$ cat config.mk
export PLATFORM = sky130hd
export DESIGN_NAME = rowlatch_dram
export DESIGN_NICKNAME = d
export VERILOG_FILES = /design/src/rtl/rld_pkg.sv /design/src/rtl/rld_sync.sv /design/src/rtl/rld_store.sv /design/src/rtl/rld_ctrl.sv /design/src/rtl/rowlatch_dram.sv
export SDC_FILE = /design/constraint.sdc
export NUM_CORES = 1
export LEC_CHECK = 0
export ABC_AREA = 0
export BUFFER_PORTS_ARGS = -buffer_cell sky130_fd_sc_hd__buf_2
export CORE_MARGIN = 5
export CORE_UTILIZATION = 45
export DETAILED_ROUTE_END_ITERATION = 6
export PLACE_DENSITY = 0.7
export SLEW_MARGIN = 20
export SYNTH_ARGS = -nofsm -noshare
export SYNTH_HDL_FRONTEND = slang
export SYNTH_SLANG_ARGS = --single-unit
export TNS_END_PERCENT = 50
$ cat constraint.sdc
create_clock -name clk -period 3.8 [get_ports clk]
set_clock_uncertainty 0.05 [all_clocks]
set_input_delay 0.38 -clock clk [delete_from_list [all_inputs] [get_ports clk]]
set_output_delay 0.38 -clock clk [all_outputs]
set_load 0.05 [all_outputs]
$ cat src/rtl/rld_pkg.sv
package rld_pkg;
    // Kind of column access in progress inside the current row cycle
    typedef enum logic [1:0] {
        COL_NONE  = 2'd0,
        COL_READ  = 2'd1,
        COL_WRITE = 2'd2
    } col_e;

    function automatic int unsigned max_u(input int unsigned a, input int unsigned b);
        return (a > b) ? a : b;
    endfunction
endpackage

$ cat src/rtl/rld_sync.sv
module rld_sync #(
    parameter int unsigned W      = 8,
    parameter int unsigned STAGES = 2
) (
    input  logic         clk,
    input  logic         rst_n,
    input  logic [W-1:0] async_i,
    output logic [W-1:0] sync_o
);
    logic [W-1:0] stage_q [STAGES];

    for (genvar s = 0; s < STAGES; s++) begin : g_stage
        if (s == 0) begin : g_first
            always_ff @(posedge clk or negedge rst_n) begin
                if (!rst_n) stage_q[s] <= '1;
                else        stage_q[s] <= async_i;
            end
        end else begin : g_next
            always_ff @(posedge clk or negedge rst_n) begin
                if (!rst_n) stage_q[s] <= '1;
                else        stage_q[s] <= stage_q[s-1];
            end
        end
    end

    assign sync_o = stage_q[STAGES-1];
endmodule

$ cat src/rtl/rld_store.sv
module rld_store #(
    parameter int unsigned ROW_AW       = 3,
    parameter int unsigned ROW_W        = 64,
    parameter int unsigned RETAIN_LIMIT = 4000
) (
    input  logic              clk,
    input  logic              rst_n,
    input  logic [ROW_AW-1:0] rd_row,
    output logic [ROW_W-1:0]  rd_data,
    input  logic              wb_en,
    input  logic [ROW_AW-1:0] wb_row,
    input  logic [ROW_W-1:0]  wb_data,
    output logic              decay_err
);
    localparam int unsigned ROWS  = 1 << ROW_AW;
    localparam int unsigned AGE_W = $clog2(RETAIN_LIMIT + 2);

    logic [ROW_W-1:0] cells     [ROWS];
    logic [ROWS-1:0]  overdue;
    logic             decay_d, decay_q;

    for (genvar r = 0; r < ROWS; r++) begin : g_row
        logic [ROW_W-1:0] cell_d, cell_q;
        logic [AGE_W-1:0] age_d,  age_q;
        logic             hit;

        always_comb begin
            hit    = wb_en && (wb_row == ROW_AW'(r));
            cell_d = cell_q;
            age_d  = age_q;
            if (hit) begin
                cell_d = wb_data;
                age_d  = '0;
            end else if (age_q <= AGE_W'(RETAIN_LIMIT)) begin
                age_d  = age_q + 1'b1;
            end
        end

        always_ff @(posedge clk or negedge rst_n) begin
            if (!rst_n) begin
                cell_q <= '0;
                age_q  <= '0;
            end else begin
                cell_q <= cell_d;
                age_q  <= age_d;
            end
        end

        assign cells[r]   = cell_q;
        assign overdue[r] = (age_q > AGE_W'(RETAIN_LIMIT));
    end

    assign rd_data = cells[rd_row];

    always_comb decay_d = decay_q | (|overdue);

    always_ff @(posedge clk or negedge rst_n) begin
        if (!rst_n) decay_q <= 1'b0;
        else        decay_q <= decay_d;
    end

    assign decay_err = decay_q;
endmodule

$ cat src/rtl/rld_ctrl.sv
module rld_ctrl
    import rld_pkg::*;
#(
    parameter int unsigned ROW_AW = 3,
    parameter int unsigned COL_AW = 3,
    parameter int unsigned DW     = 8,
    parameter int unsigned AW     = 3
) (
    input  logic                     clk,
    input  logic                     rst_n,
    input  logic                     ras_s,
    input  logic                     cas_s,
    input  logic                     we_s,
    input  logic                     oe_s,
    input  logic [AW-1:0]            addr_s,
    input  logic [DW-1:0]            din_s,
    output logic [ROW_AW-1:0]        rd_row,
    input  logic [(DW<<COL_AW)-1:0]  rd_data,
    output logic                     wb_en,
    output logic [ROW_AW-1:0]        wb_row,
    output logic [(DW<<COL_AW)-1:0]  wb_data,
    output logic [DW-1:0]            dout,
    output logic                     dout_en,
    output logic                     strobe_err,
    output logic                     row_open,
    output logic                     cas_prev
);
    localparam int unsigned ROW_W = DW << COL_AW;

    typedef struct packed {
        logic              ras_prev;
        logic              cas_prev;
        logic              open;
        logic [ROW_AW-1:0] row;
        logic [COL_AW-1:0] col;
        col_e              cmode;
        logic              serr;
        logic [ROW_W-1:0]  latch;
    } st_t;

    st_t  st_d, st_q;
    logic ras_fall, ras_rise, cas_fall, cas_rise;

    assign rd_row = addr_s[ROW_AW-1:0];

    always_comb begin
        st_d     = st_q;
        wb_en    = 1'b0;
        wb_row   = st_q.row;
        wb_data  = st_q.latch;

        ras_fall = st_q.ras_prev & ~ras_s;
        ras_rise = ~st_q.ras_prev & ras_s;
        cas_fall = st_q.cas_prev & ~cas_s;
        cas_rise = ~st_q.cas_prev & cas_s;

        st_d.ras_prev = ras_s;
        st_d.cas_prev = cas_s;

        // 1: row strobe fall opens the row and fills the latch
        if (ras_fall) begin
            st_d.open  = 1'b1;
            st_d.row   = addr_s[ROW_AW-1:0];
            st_d.latch = rd_data;
        end

        // 2: column strobe fall selects a word of the latch
        if (cas_fall) begin
            if (st_d.open) begin
                st_d.col = addr_s[COL_AW-1:0];
                if (!we_s) begin
                    st_d.latch[addr_s[COL_AW-1:0]*DW +: DW] = din_s;
                    st_d.cmode = COL_WRITE;
                end else begin
                    st_d.cmode = COL_READ;
                end
            end else begin
                st_d.serr = 1'b1;
            end
        end

        // 3: column strobe rise ends the column access
        if (cas_rise) begin
            st_d.cmode = COL_NONE;
        end

        // 4: row strobe rise restores the latch into the row
        if (ras_rise && st_d.open) begin
            wb_en     = 1'b1;
            wb_row    = st_d.row;
            wb_data   = st_d.latch;
            st_d.open = 1'b0;
        end
    end

    always_ff @(posedge clk or negedge rst_n) begin
        if (!rst_n) begin
            st_q          <= '0;
            st_q.ras_prev <= 1'b1;
            st_q.cas_prev <= 1'b1;
            st_q.cmode    <= COL_NONE;
        end else begin
            st_q <= st_d;
        end
    end

    assign dout_en    = (st_q.cmode == COL_READ) && !oe_s;
    assign dout       = dout_en ? st_q.latch[st_q.col*DW +: DW] : '0;
    assign strobe_err = st_q.serr;
    assign row_open   = st_q.open;
    assign cas_prev   = st_q.cas_prev;
endmodule

$ cat src/rtl/rowlatch_dram.sv
module rowlatch_dram
    import rld_pkg::*;
#(
    parameter int unsigned ROW_AW       = 3,
    parameter int unsigned COL_AW       = 3,
    parameter int unsigned DW           = 8,
    parameter int unsigned RETAIN_LIMIT = 4000,
    parameter int unsigned SYNC_STAGES  = 2,
    localparam int unsigned AW          = max_u(ROW_AW, COL_AW)
) (
    input  logic          clk,
    input  logic          rst_n,
    input  logic          ras_n,
    input  logic          cas_n,
    input  logic          we_n,
    input  logic          oe_n,
    input  logic [AW-1:0] addr,
    input  logic [DW-1:0] din,
    output logic [DW-1:0] dout,
    output logic          dout_en,
    output logic          decay_err,
    output logic          strobe_err
);
    localparam int unsigned ROW_W  = DW << COL_AW;
    localparam int unsigned SYNC_W = 4 + AW + DW;

    logic [SYNC_W-1:0] raw_in, synced;
    logic              ras_s, cas_s, we_s, oe_s;
    logic [AW-1:0]     addr_s;
    logic [DW-1:0]     din_s;
    logic [ROW_AW-1:0] rd_row, wb_row;
    logic [ROW_W-1:0]  rd_data, wb_data;
    logic              wb_en, row_open, cas_prev;

    assign raw_in = {ras_n, cas_n, we_n, oe_n, addr, din};

    rld_sync #(.W(SYNC_W), .STAGES(SYNC_STAGES)) u_sync (
        .clk(clk), .rst_n(rst_n), .async_i(raw_in), .sync_o(synced)
    );

    assign {ras_s, cas_s, we_s, oe_s, addr_s, din_s} = synced;

    rld_ctrl #(.ROW_AW(ROW_AW), .COL_AW(COL_AW), .DW(DW), .AW(AW)) u_ctrl (
        .clk(clk), .rst_n(rst_n),
        .ras_s(ras_s), .cas_s(cas_s), .we_s(we_s), .oe_s(oe_s),
        .addr_s(addr_s), .din_s(din_s),
        .rd_row(rd_row), .rd_data(rd_data),
        .wb_en(wb_en), .wb_row(wb_row), .wb_data(wb_data),
        .dout(dout), .dout_en(dout_en), .strobe_err(strobe_err),
        .row_open(row_open), .cas_prev(cas_prev)
    );

    rld_store #(.ROW_AW(ROW_AW), .ROW_W(ROW_W), .RETAIN_LIMIT(RETAIN_LIMIT)) u_store (
        .clk(clk), .rst_n(rst_n),
        .rd_row(rd_row), .rd_data(rd_data),
        .wb_en(wb_en), .wb_row(wb_row), .wb_data(wb_data),
        .decay_err(decay_err)
    );
endmodule

# After elaboration in Yosys (flattened, before gate mapping)
# Cells that the tools add are included.
# totals
reg_bits	715
output_inout_bits	11
input_bits	17
# classes
shifts	3
reduce_logical	26
bitwise	11
addsub	9
eq_ne	8
n_lt_le_gt_ge	17
muxes	34
# op_table
op	count
2-to-1 mux 64 bit	6
binary-select mux 64 bit (select 3 bit)	1
2-to-1 mux 12 bit	16
adder 12 x 1 -> 12 bit (second input constant)	8
> comparator 12 bit (second input constant)	8
less-or-equal comparator 12 bit (second input constant)	8
2-to-1 mux 67 bit	1
bitwise mux 64 bit	1
variable shift 8 x 34 -> 64 bit (first input constant)	1
variable part select 64 x 7 -> 8 bit	1
variable part select 8 x 34 -> 64 bit	1
negator 6 -> 34 bit	1
nonzero test 2 bit	10
== test 3 bit (second input constant)	4
logical AND 1 bit	10
2-to-1 mux 8 bit	1
OR reduction 8 bit	1
== test 3 x 2 -> 1 bit (second input constant)	2
2-to-1 mux 2 bit	3
AND reduction 2 bit	3
inverter 1 bit	5
bitwise AND 1 bit	4
>= comparator 4 bit (second input constant)	1
2-to-1 mux 4 bit	1
8 further kinds	10

# Logic depth before layout (Yosys ltp)
# Gate-level depths: netlist of run 1.
# logic_depth
word_depth	10
mapped_depth	13
ltp_nobuf	8

# Modules after synthesis
# A second synthesis of run 1 with hierarchy kept.
# hier_totals
hier_cells	3076
hier_area_um2	34027.6
# modules_own_cells
mod	cells_each	area_per_inst_um2	instances
rld_store	2515	27792.9	1
rld_ctrl	516	5333.9	1
rld_sync	45	900.9	1

# Worst setup path after synthesis of run 1
# No wires, ideal clock.
# synth_timing
path_kind	reg-to-reg
startpoint	register u_sync.stage_q, in the netlist u_sync.sync_o[9]
endpoint	register u_store.g_row[1].cell_q[55]
synth_period_minus_slack_ns	3.468
setup_slack_ns	0.332
t_arrival_ns	3.293
stages_incl_launch_ff	12
cell_sequence	dfstp_2 buf_6 inv_1 clkbuf_1 clkbuf_1 ha_1 ha_1 or4b_4 buf_6 o21ai_4 o221ai_4 mux2_4
# synth_lines
element	line	rtl
start: declaration	rld_sync.sv:10	logic [W-1:0] stage_q [STAGES];
start signal: indexed assignment	rld_sync.sv:21	else stage_q[s] <= stage_q[s-1];
end signal: assignment	rld_store.sv:44	cell_q <= cell_d;
end: declaration	rld_store.sv:23	logic [ROW_W-1:0] cell_d, cell_q;

==> results of run 1 <==
==> cells in the mapped netlist, types with 25 or more instances <==
master	number	area, um^2
o22ai_1	34	213
mux2_2	154	1730
inv_1	33	124
clkbuf_1	133	499
mux2i_1	37	370
a21oi_1	25	125
mux4_2	138	3110
o21ai_0	471	2360
dfrtp_1	683	17100
nor2_1	153	574
buf_2	39	195
nand2_1	565	2120
and3_1	37	231
nand3_1	26	130
xor2_1	56	490
dfstp_2	32	841
==> layout make-up <==
type | count | share of cell area
diodes | 1 | 0.0000684
clock buffers | 113 | 0.0639
clock inverters | 23 | 0.00832
inverters | 33 | 0.00339
multi-input cells | 1944 | 0.376
flip-flops and latches | 715 | 0.491
well taps | 950 | 0.0325
repair buffers | 106 | 0.0250
==> logic make-up after synthesis <==
logic type                 after synthesis
and+or+nand+nor                        874
DFF                                    715
AOI/OAI and AO/OA                      640
muxes                                  337
buffers and inverters                  226
xor gates and xnor gates                72
adders and majority gates               21
==> repair_timing <==
item	in CTS	in global routing
hold buffers	16	0
endpoints found under the hold margin	88	0
setup buffers	0	0
==> where the power goes <==
group | switching (mW) | internal (mW)
Combinational | 2.01 | 1.82
Sequential | 1.23 | 9.35
Clock | 3.02 | 4.72
==> per-layer routing <==
metal,vias up,GRT usage,routed length [um]
li1,10200,-,-
met1,11300,0.284,35000
met2,569,0.324,36900
met3,127,0.0311,4310
met4,2,0.0707,2470
met5,-,0,28
==> flip-flops by register name, summed over array words and instances (netlist names) <==
signal / flops
u_ctrl.cas_prev: 1
u_ctrl.row_open: 1
u_store.decay_err: 1
u_store.g_row.age_q: 96
u_ctrl.strobe_err: 1
u_store.g_row.cell_q: 512
u_sync.sync_o: 15
u_sync.stage_q: 15
u_ctrl.st_q: 73
==> how the worst max path moves through the flow <==
stage / slack, ns / endpoint
2_1_floorplan: 0.33 / u_store.g_row[1].cell_q[55]
3_3_place_gp: 0.52 / u_store.g_row[4].cell_q[54]
3_5_place_dp: 0.49 / u_store.g_row[2].cell_q[52]
4_1_cts: 0.48 / u_store.g_row[1].cell_q[54]
5_1_grt: 0.27 / u_store.g_row[7].cell_q[21]
6_report: 0.45 / u_store.g_row[1].cell_q[33]
==> through the flow <==
step | hold slack, ns | std cells | utilization | total power [mW]
4_1_cts | 0.307 | 3884 | 0.511 | 22.3
5_1_grt | 0.308 | 3885 | 0.511 | 23.4
6_report | 0.305 | 3885 | 0.511 | 22.2
3_5_place_dp | 0.297 | 3732 | 0.471 | 14.5
3_3_place_gp | 0.296 | 3732 | 0.471 | 14.3
2_1_floorplan | 0.0344 | 2885 | - | 13.2
==> key figures, run 1 <==
Yosys
  – Post-synthesis sequential area ratio: 0.551
  – Synth Area in Compound Gates: 0.115
  – Yosys warning count: 0
  – Mux contribution to synthesized area: 0.164
  – Adder-cell share of the synthesized area: 0.00807
  – Post-synth EDFFs: 0
  – Largest family of logic cells by synthesized area: multiplexers
  – Synthesized net count: 2,923
  – Async S/R FF share, synth: 1.00
  – Mapped cell area: 32,600 um^2
  – Main flop type after synthesis: dfrtp_1
  – Post-Synth Simple-Gate Area: 0.114
  – Avg Inst Size Synth: 11.3 um^2
  – Syn Inst Count: 2,885
  – Netlist cell types: 60
  – Synthesis-stage register bit count: 715
  – XOR/XNOR share of the synthesized area: 0.0194

Placement
  – GPL Wtd Cong: 0.828
  – Post-Place Setup Slack: 0.489 ns
  – DP HPWL: 45.8 mm
  – Port bufs: 27
  – Area post-placement: 33,800 um^2

CTS
  – Clk_lat worst skew: 0.61 ns
  – CTS buffer count: 74
  – CTS H-tree lvls: 3
  – Clock-pin slew on the worst setup and hold paths: 0.06 ns
  – CTS resizes: 0
  – TritonCTS clock tree: built
  – Num Clock Sinks: 715
  – Root buffer cell: clkbuf_16
  – Longest Clk Path Bufs: 3

STA
  – Least-Margin Pin Slew: 1.02 ns
  – Final Hold Fails: 0
  – Final worst slack: 0.454 ns
  – Final period utilization: 0.881
  – Rel. slew slack: 0.301
  – Final min period: 3.35 ns
  – Setup-failing EPs final: 0
  – Maximum clock rate: 299 MHz
  – Setup TNS: 0 ns
  – RSZ-0062 raised after global routing: false
  – Final Max Slew Viols: 0

Worst hold path
  – Hold endpoint: u_sync.sync_o[14]
  – Hold depth: 0
  – Worst hold start: u_sync.stage_q[29]
  – Tightest Hold Check Type: reg2reg

Floorplan
  – DIE AREA: 77,800 um^2
  – Row Count: 98
  – Starting Density: 0.455
  – Core Area: 71,600 um^2
  – DIE HEIGHT: 279 um
  – # IOs: 28
  – Die width: 279 um

GRT
  – Gr usage total: 0.202
  – First-pass GRT wire length: 127 mm
  – GRT overflow: 0
  – Largest net degree at the start of global routing: 123
  – Vias in the first global route: 22,200
  – Antenna violations before repair: 2

Worst setup path
  – CP delay by family, top: compound AO/OA/AOI/OAI gates
  – Critical R2R Launch: u_sync.sync_o[8]
  – Worst setup SP type: flip-flop
  – Crit-path most repeated cell: ha_1
  – Required @ worst endpoint: 4.23 ns
  – Critical Path Source: u_sync.sync_o[8]
  – R2r setup slk: 0.45 ns
  – Worst reg2reg path depth: 9
  – Worst EP arrival: 3.78 ns
  – CP max stage delay: 0.63 ns
  – Reg2Reg Capture Point: u_store.g_row[1].cell_q[33]
  – CP Capture Type: flip-flop
  – Critical path buffers and inverters: 2
  – Kind of critical path: reg2reg
  – CP max-delay cell: dfstp_4
  – Worst-path fanout max: 9
  – Critical path, cell by cell: inv_1, ha_1, ha_1, nor2_2, o2111ai_2, buf_4, o21ai_1, o221ai_1, mux2_2
  – Number of cells on the critical path: 9

Finish
  – Number of fill cells: 6,163
  – Final nets: 2,912
  – Synthesis-to-finish area growth: 12.3%
  – Fin area: 36,600 um^2
  – Share of layout cells above drive strength 1: 0.199
  – Commonest non-fill, non-tap cell in the layout: dfrtp_1
  – Multi-input logic area: 13,800 um^2
  – FF+latch area: 17,900 um^2
  – Most frequent cells in the layout: dfrtp_1 (683), nand2_1 (565), o21ai_0 (471)

Pwr
  – Pwr Density: 606 nW/um^2
  – Worst vdd ir: 0.000440 V
  – Leakage: 16.2 nW

Routing
  – 1st-iter DRT viols: 1,647
  – Avg Vias per Cell: 5.71
  – Drt drc: 0
  – Routed via count: 22,200
  – Wirelength per Cell: 20.2 um
  – Drt total wl: 78.7 mm
  – Initial DRT Pass Iterations: 5
  – Routed Antenna Nets: 0

Run
  – Maximum Capacitance Violations: 0

Run status
  – Status: completed
Power figures use the tool's default switching activity.
==> inputs of run 2 (changes only) <==
--- a/config.mk
+++ b/config.mk
@@ -15,4 +15,5 @@
 export SYNTH_ARGS = -nofsm -noshare
 export SYNTH_HDL_FRONTEND = slang
+export SYNTH_HIERARCHICAL = 1
 export SYNTH_SLANG_ARGS = --single-unit
 export TNS_END_PERCENT = 50
==> constraint.sdc (replaced) <==
create_clock -name clk -period 3.8 [get_ports clk]
set_clock_uncertainty 0.05 [all_clocks]
set_input_delay 0.76 -clock clk [delete_from_list [all_inputs] [get_ports clk]]
set_output_delay 0.76 -clock clk [all_outputs]
set_load 0.05 [all_outputs]
==> run 2 against run 1 <==
  * Synthesized cell count grew 6.6%
  * Hold slack lost 0.29 ns
  * Global-route usage grew 1.3 points
  * Count of clock-buffer cells in the layout grew 1
  * Routed wire length grew 11%
  * Maximum frequency shrank 8.5%
  * Clock power grew 4.0%
  * Sequential share of layout area shrank 2.2 points
  * First-iteration DRC count grew 28%
  * Critical path type is now reg2out
  * Largest cell class unchanged
==> key figures, run 2 <==
Routing
  – Drt drc: 0 (unchanged)
  – Wirelength per Cell: 21.2 um (was 20.2 um)
  – Routed Antenna Nets: 0 (unchanged)
  – Drt total wl: 87.3 mm (was 78.7 mm)
  – Initial DRT Pass Iterations: 5 (unchanged)
  – Routed via count: 23,400 (was 22,200)
  – 1st-iter DRT viols: 2,115 (was 1,647)
  – Avg Vias per Cell: 5.69 (was 5.71)

CTS
  – Root buffer cell: clkbuf_16 (unchanged)
  – TritonCTS clock tree: built (unchanged)
  – CTS resizes: 0 (unchanged)
  – CTS buffer count: 79 (was 74)
  – Longest Clk Path Bufs: 3 (unchanged)
  – Setup bufs post-CTS: 0 (unchanged)
  – Clk_lat worst skew: 0.63 ns (was 0.61 ns)
  – Hold buffers post-CTS: 0 (was 16)
  – CTS H-tree lvls: 3 (unchanged)
  – Num Clock Sinks: 715 (unchanged)
  – Clock-pin slew on the worst setup and hold paths: 0.06 ns (about the same)

Worst setup path
  – Critical R2R Launch: u_sync/sync_o[9] (was u_sync.sync_o[8])
  – Worst EP arrival: 2.85 ns (was 3.78 ns)
  – CP max-delay cell: dfrtp_1 (was dfstp_4)
  – CP delay by family, top: multiplexers (was compound AO/OA/AOI/OAI gates)
  – Crit path capture: dout[6] (was u_store.g_row[1].cell_q[33])
  – CP Capture Type: output port (was flip-flop)
  – Worst reg2reg path depth: 7 (was 9)
  – Kind of critical path: reg2out (was reg2reg)
  – Required @ worst endpoint: 2.99 ns (was 4.23 ns)
  – Critical Path Source: u_ctrl/st_q[67] (was u_sync.sync_o[8])
  – Worst-path fanout max: 11 (was 9)
  – Reg2Reg Capture Point: u_store/g_row[0].cell_q[62] (was u_store.g_row[1].cell_q[33])
  – Number of cells on the critical path: 5 (was 9)
  – Critical path buffers and inverters: 2 (unchanged)
  – R2r setup slk: 0.24 ns (was 0.45 ns)
  – Worst setup SP type: flip-flop (unchanged)
  – CP max stage delay: 0.64 ns (was 0.63 ns)
  – Critical path, cell by cell: buf_4, mux4_2, mux2i_1, nor2_1, buf_2 (was inv_1, ha_1, ha_1, nor2_2, o2111ai_2, buf_4, o21ai_1, o221ai_1, mux2_2)

STA
  – Setup-failing EPs final: 0 (unchanged)
  – Final Max Slew Viols: 0 (unchanged)
  – Final min period: 3.66 ns (was 3.35 ns)
  – Maximum clock rate: 273 MHz (was 299 MHz)
  – Final Hold Fails: 0 (unchanged)
  – Rel. slew slack: 0.306 (was 0.301)
  – Hold slack: 0.0176 ns (was 0.305 ns)
  – Least-Margin Pin Slew: 1.03 ns (was 1.02 ns)
  – Setup TNS: 0 ns (unchanged)
  – RSZ-0062 raised after global routing: false (unchanged)
  – Final period utilization: 0.962 (was 0.881)
  – Final worst slack: 0.143 ns (was 0.454 ns)

Finish
  – Multi-input logic area: 15,200 um^2 (was 13,800 um^2)
  – Final nets: 3,121 (was 2,912)
  – Top reg by flops: u_store/g_row.cell_q (was u_store.g_row.cell_q)
  – Regs by FF count: u_store/g_row.cell_q: 512 flops, u_store/g_row.age_q: 96 flops, u_ctrl/st_q: 73 flops (was u_store.g_row.cell_q: 512 flops, u_store.g_row.age_q: 96 flops, u_ctrl.st_q: 73 flops)
  – Largest register FFs: 512 (unchanged)
  – Synthesis-to-finish area growth: 12.6% (was 12.3%)
  – Number of fill cells: 6,407 (was 6,163)
  – Commonest non-fill, non-tap cell in the layout: nand2_1 (was dfrtp_1)
  – Layout Cells excl Fill: 4,119 (was 3,885)
  – FF+latch area: 17,900 um^2 (about the same)
  – Share of layout cells above drive strength 1: 0.244 (was 0.199)
  – Most frequent cells in the layout: nand2_1 (1,025), dfrtp_1 (683), mux2_2 (299) (was dfrtp_1 (683), nand2_1 (565), o21ai_0 (471))
  – Number of antenna diodes: 0 (was 1)

GRT
  – First-pass GRT wire length: 139 mm (was 127 mm)
  – Gr usage total: 0.215 (was 0.202)
  – Largest net degree at the start of global routing: 131 (was 123)
  – Antenna violations before repair: 0 (was 2)
  – Vias in the first global route: 24,000 (was 22,200)
  – GRT overflow: 0 (unchanged)

Yosys
  – Main flop type after synthesis: dfrtp_1 (unchanged)
  – Synth area leaders: dfrtp_1 (50%), nand2_1 (11%), mux2_2 (9.9%) (was dfrtp_1 (52%), mux4_2 (9.5%), o21ai_0 (7.2%))
  – Yosys warning count: 6 (was 0)
  – Netlist cell types: 70 (was 60)
  – Area share of the largest cell type after synthesis: 0.502 (was 0.525)
  – Dominant cell type by area after synthesis: dfrtp_1 (unchanged)
  – Avg Inst Size Synth: 11.1 um^2 (was 11.3 um^2)
  – Synthesized net count: 3,114 (was 2,923)
  – Synthesis-stage register bit count: 715 (unchanged)
  – Async S/R FF share, synth: 1.00 (unchanged)
  – Count leader, synth: nand2_1 (was dfrtp_1)
  – Post-synthesis sequential area ratio: 0.527 (was 0.551)
  – Syn Inst Count: 3,076 (was 2,885)
  – Synth top cells by count: nand2_1 (1,025), dfrtp_1 (683), mux2_2 (299) (was dfrtp_1 (683), nand2_1 (565), o21ai_0 (471))
  – Mapped cell area: 34,000 um^2 (was 32,600 um^2)
  – Post-synth EDFFs: 0 (unchanged)

Worst hold path
  – Tightest Hold Check Type: in2async (was reg2reg)

Placement
  – DP HPWL: 50.6 mm (was 45.8 mm)
  – GPL Wtd Cong: 0.840 (was 0.828)
  – Post-Place Setup Slack: 0.317 ns (was 0.489 ns)
  – Port bufs: 27 (unchanged)
  – Post-Place Cells: 3,971 (was 3,732)

Run
  – Maximum Capacitance Violations: 0 (unchanged)

Pwr
  – Worst vdd ir: 0.000300 V (was 0.000440 V)
  – Leakage: 18.9 nW (was 16.2 nW)
  – Pwr Density: 489 nW/um^2 (was 606 nW/um^2)

Floorplan
  – DIE HEIGHT: 285 um (was 279 um)
  – Die width: 285 um (was 279 um)
  – Starting Density: 0.456 (was 0.455)
  – Row Count: 100 (was 98)
  – # IOs: 28 (unchanged)
  – Core Area: 74,700 um^2 (was 71,600 um^2)
  – DIE AREA: 81,200 um^2 (was 77,800 um^2)

Run status
  – Status: completed (unchanged)
==> run 2: cell types whose count changed after synthesis, moves of 10 or more <==
cell       change
clkbuf_1      -27
nand2_1      +460
mux2i_1       +74
mux2_2       +145
o21ai_0      -421
o211ai_1      -19
and2_1        +10
a21oi_1       +27
xor2_1        -14
a2111oi_0     -16
o22ai_1       -30
buf_4         +16
nand3_1       -10
==> run 2: worst min path at each step <==
stage | from | endpoint | slack [ns] | depth (start not counted)
2_1_floorplan | u_sync/stage_q[15] | u_sync/sync_o[0] | 0.30 | 0
3_3_place_gp | u_sync/stage_q[21] | u_sync/sync_o[6] | 0.30 | 0
3_5_place_dp | u_sync/stage_q[22] | u_sync/sync_o[7] | 0.30 | 0
4_1_cts | rst_n | u_store/g_row[5].age_q[0] | 0.007 | 1
5_1_grt | rst_n | u_store/g_row[5].age_q[0] | 0.04 | 1
6_report | rst_n | u_store/g_row[5].age_q[0] | 0.02 | 1
==> run 2: routing by layer <==
layer	vias to the layer above	wire (um)	GRT usage
met2	799	41400	0.347
met5	-	0	0
met1	12000	36800	0.297
li1	10500	-	-
met3	174	6350	0.0392
met4	0	2770	0.0744
==> run 2: metrics by stage <==
step | util | instance area, um^2 | power (mW)
4_1_cts | 0.513 | 38300 | 18.9
5_1_grt | 0.513 | 38300 | 19.5
2_1_floorplan | - | 34000 | 10.1
3_5_place_dp | 0.476 | 35500 | 10.8
6_report | 0.513 | 38300 | 18.7
3_3_place_gp | 0.476 | 35500 | 10.7
==> run 2: cell type report <==
type,count,area share
flip-flops and latches,715,0.468
multi-input cells,2136,0.397
clock buffers,114,0.0616
well taps,969,0.0316
repair buffers,114,0.0274
clock inverters,34,0.0109
inverters,37,0.00362
==> run 2: cell families after synthesis <==
kind of cell    count (synthesis)  share of synthesized area
flops                         715                      0.527
buf+inv                       225                     0.0285
fa+ha+maj                      22                    0.00802
xor+xnor                       62                     0.0160
simple gates                 1334                      0.164
mux                           554                      0.227
compound gates                164                     0.0300
==> run 2: where the power goes <==
| part | switching (mW) | internal, mW |
|---|---|---|
| clock | 3.23 | 4.84 |
| combinational | 1.17 | 0.838 |
| sequential | 0.541 | 8.12 |
| total | 4.94 | 13.8 |
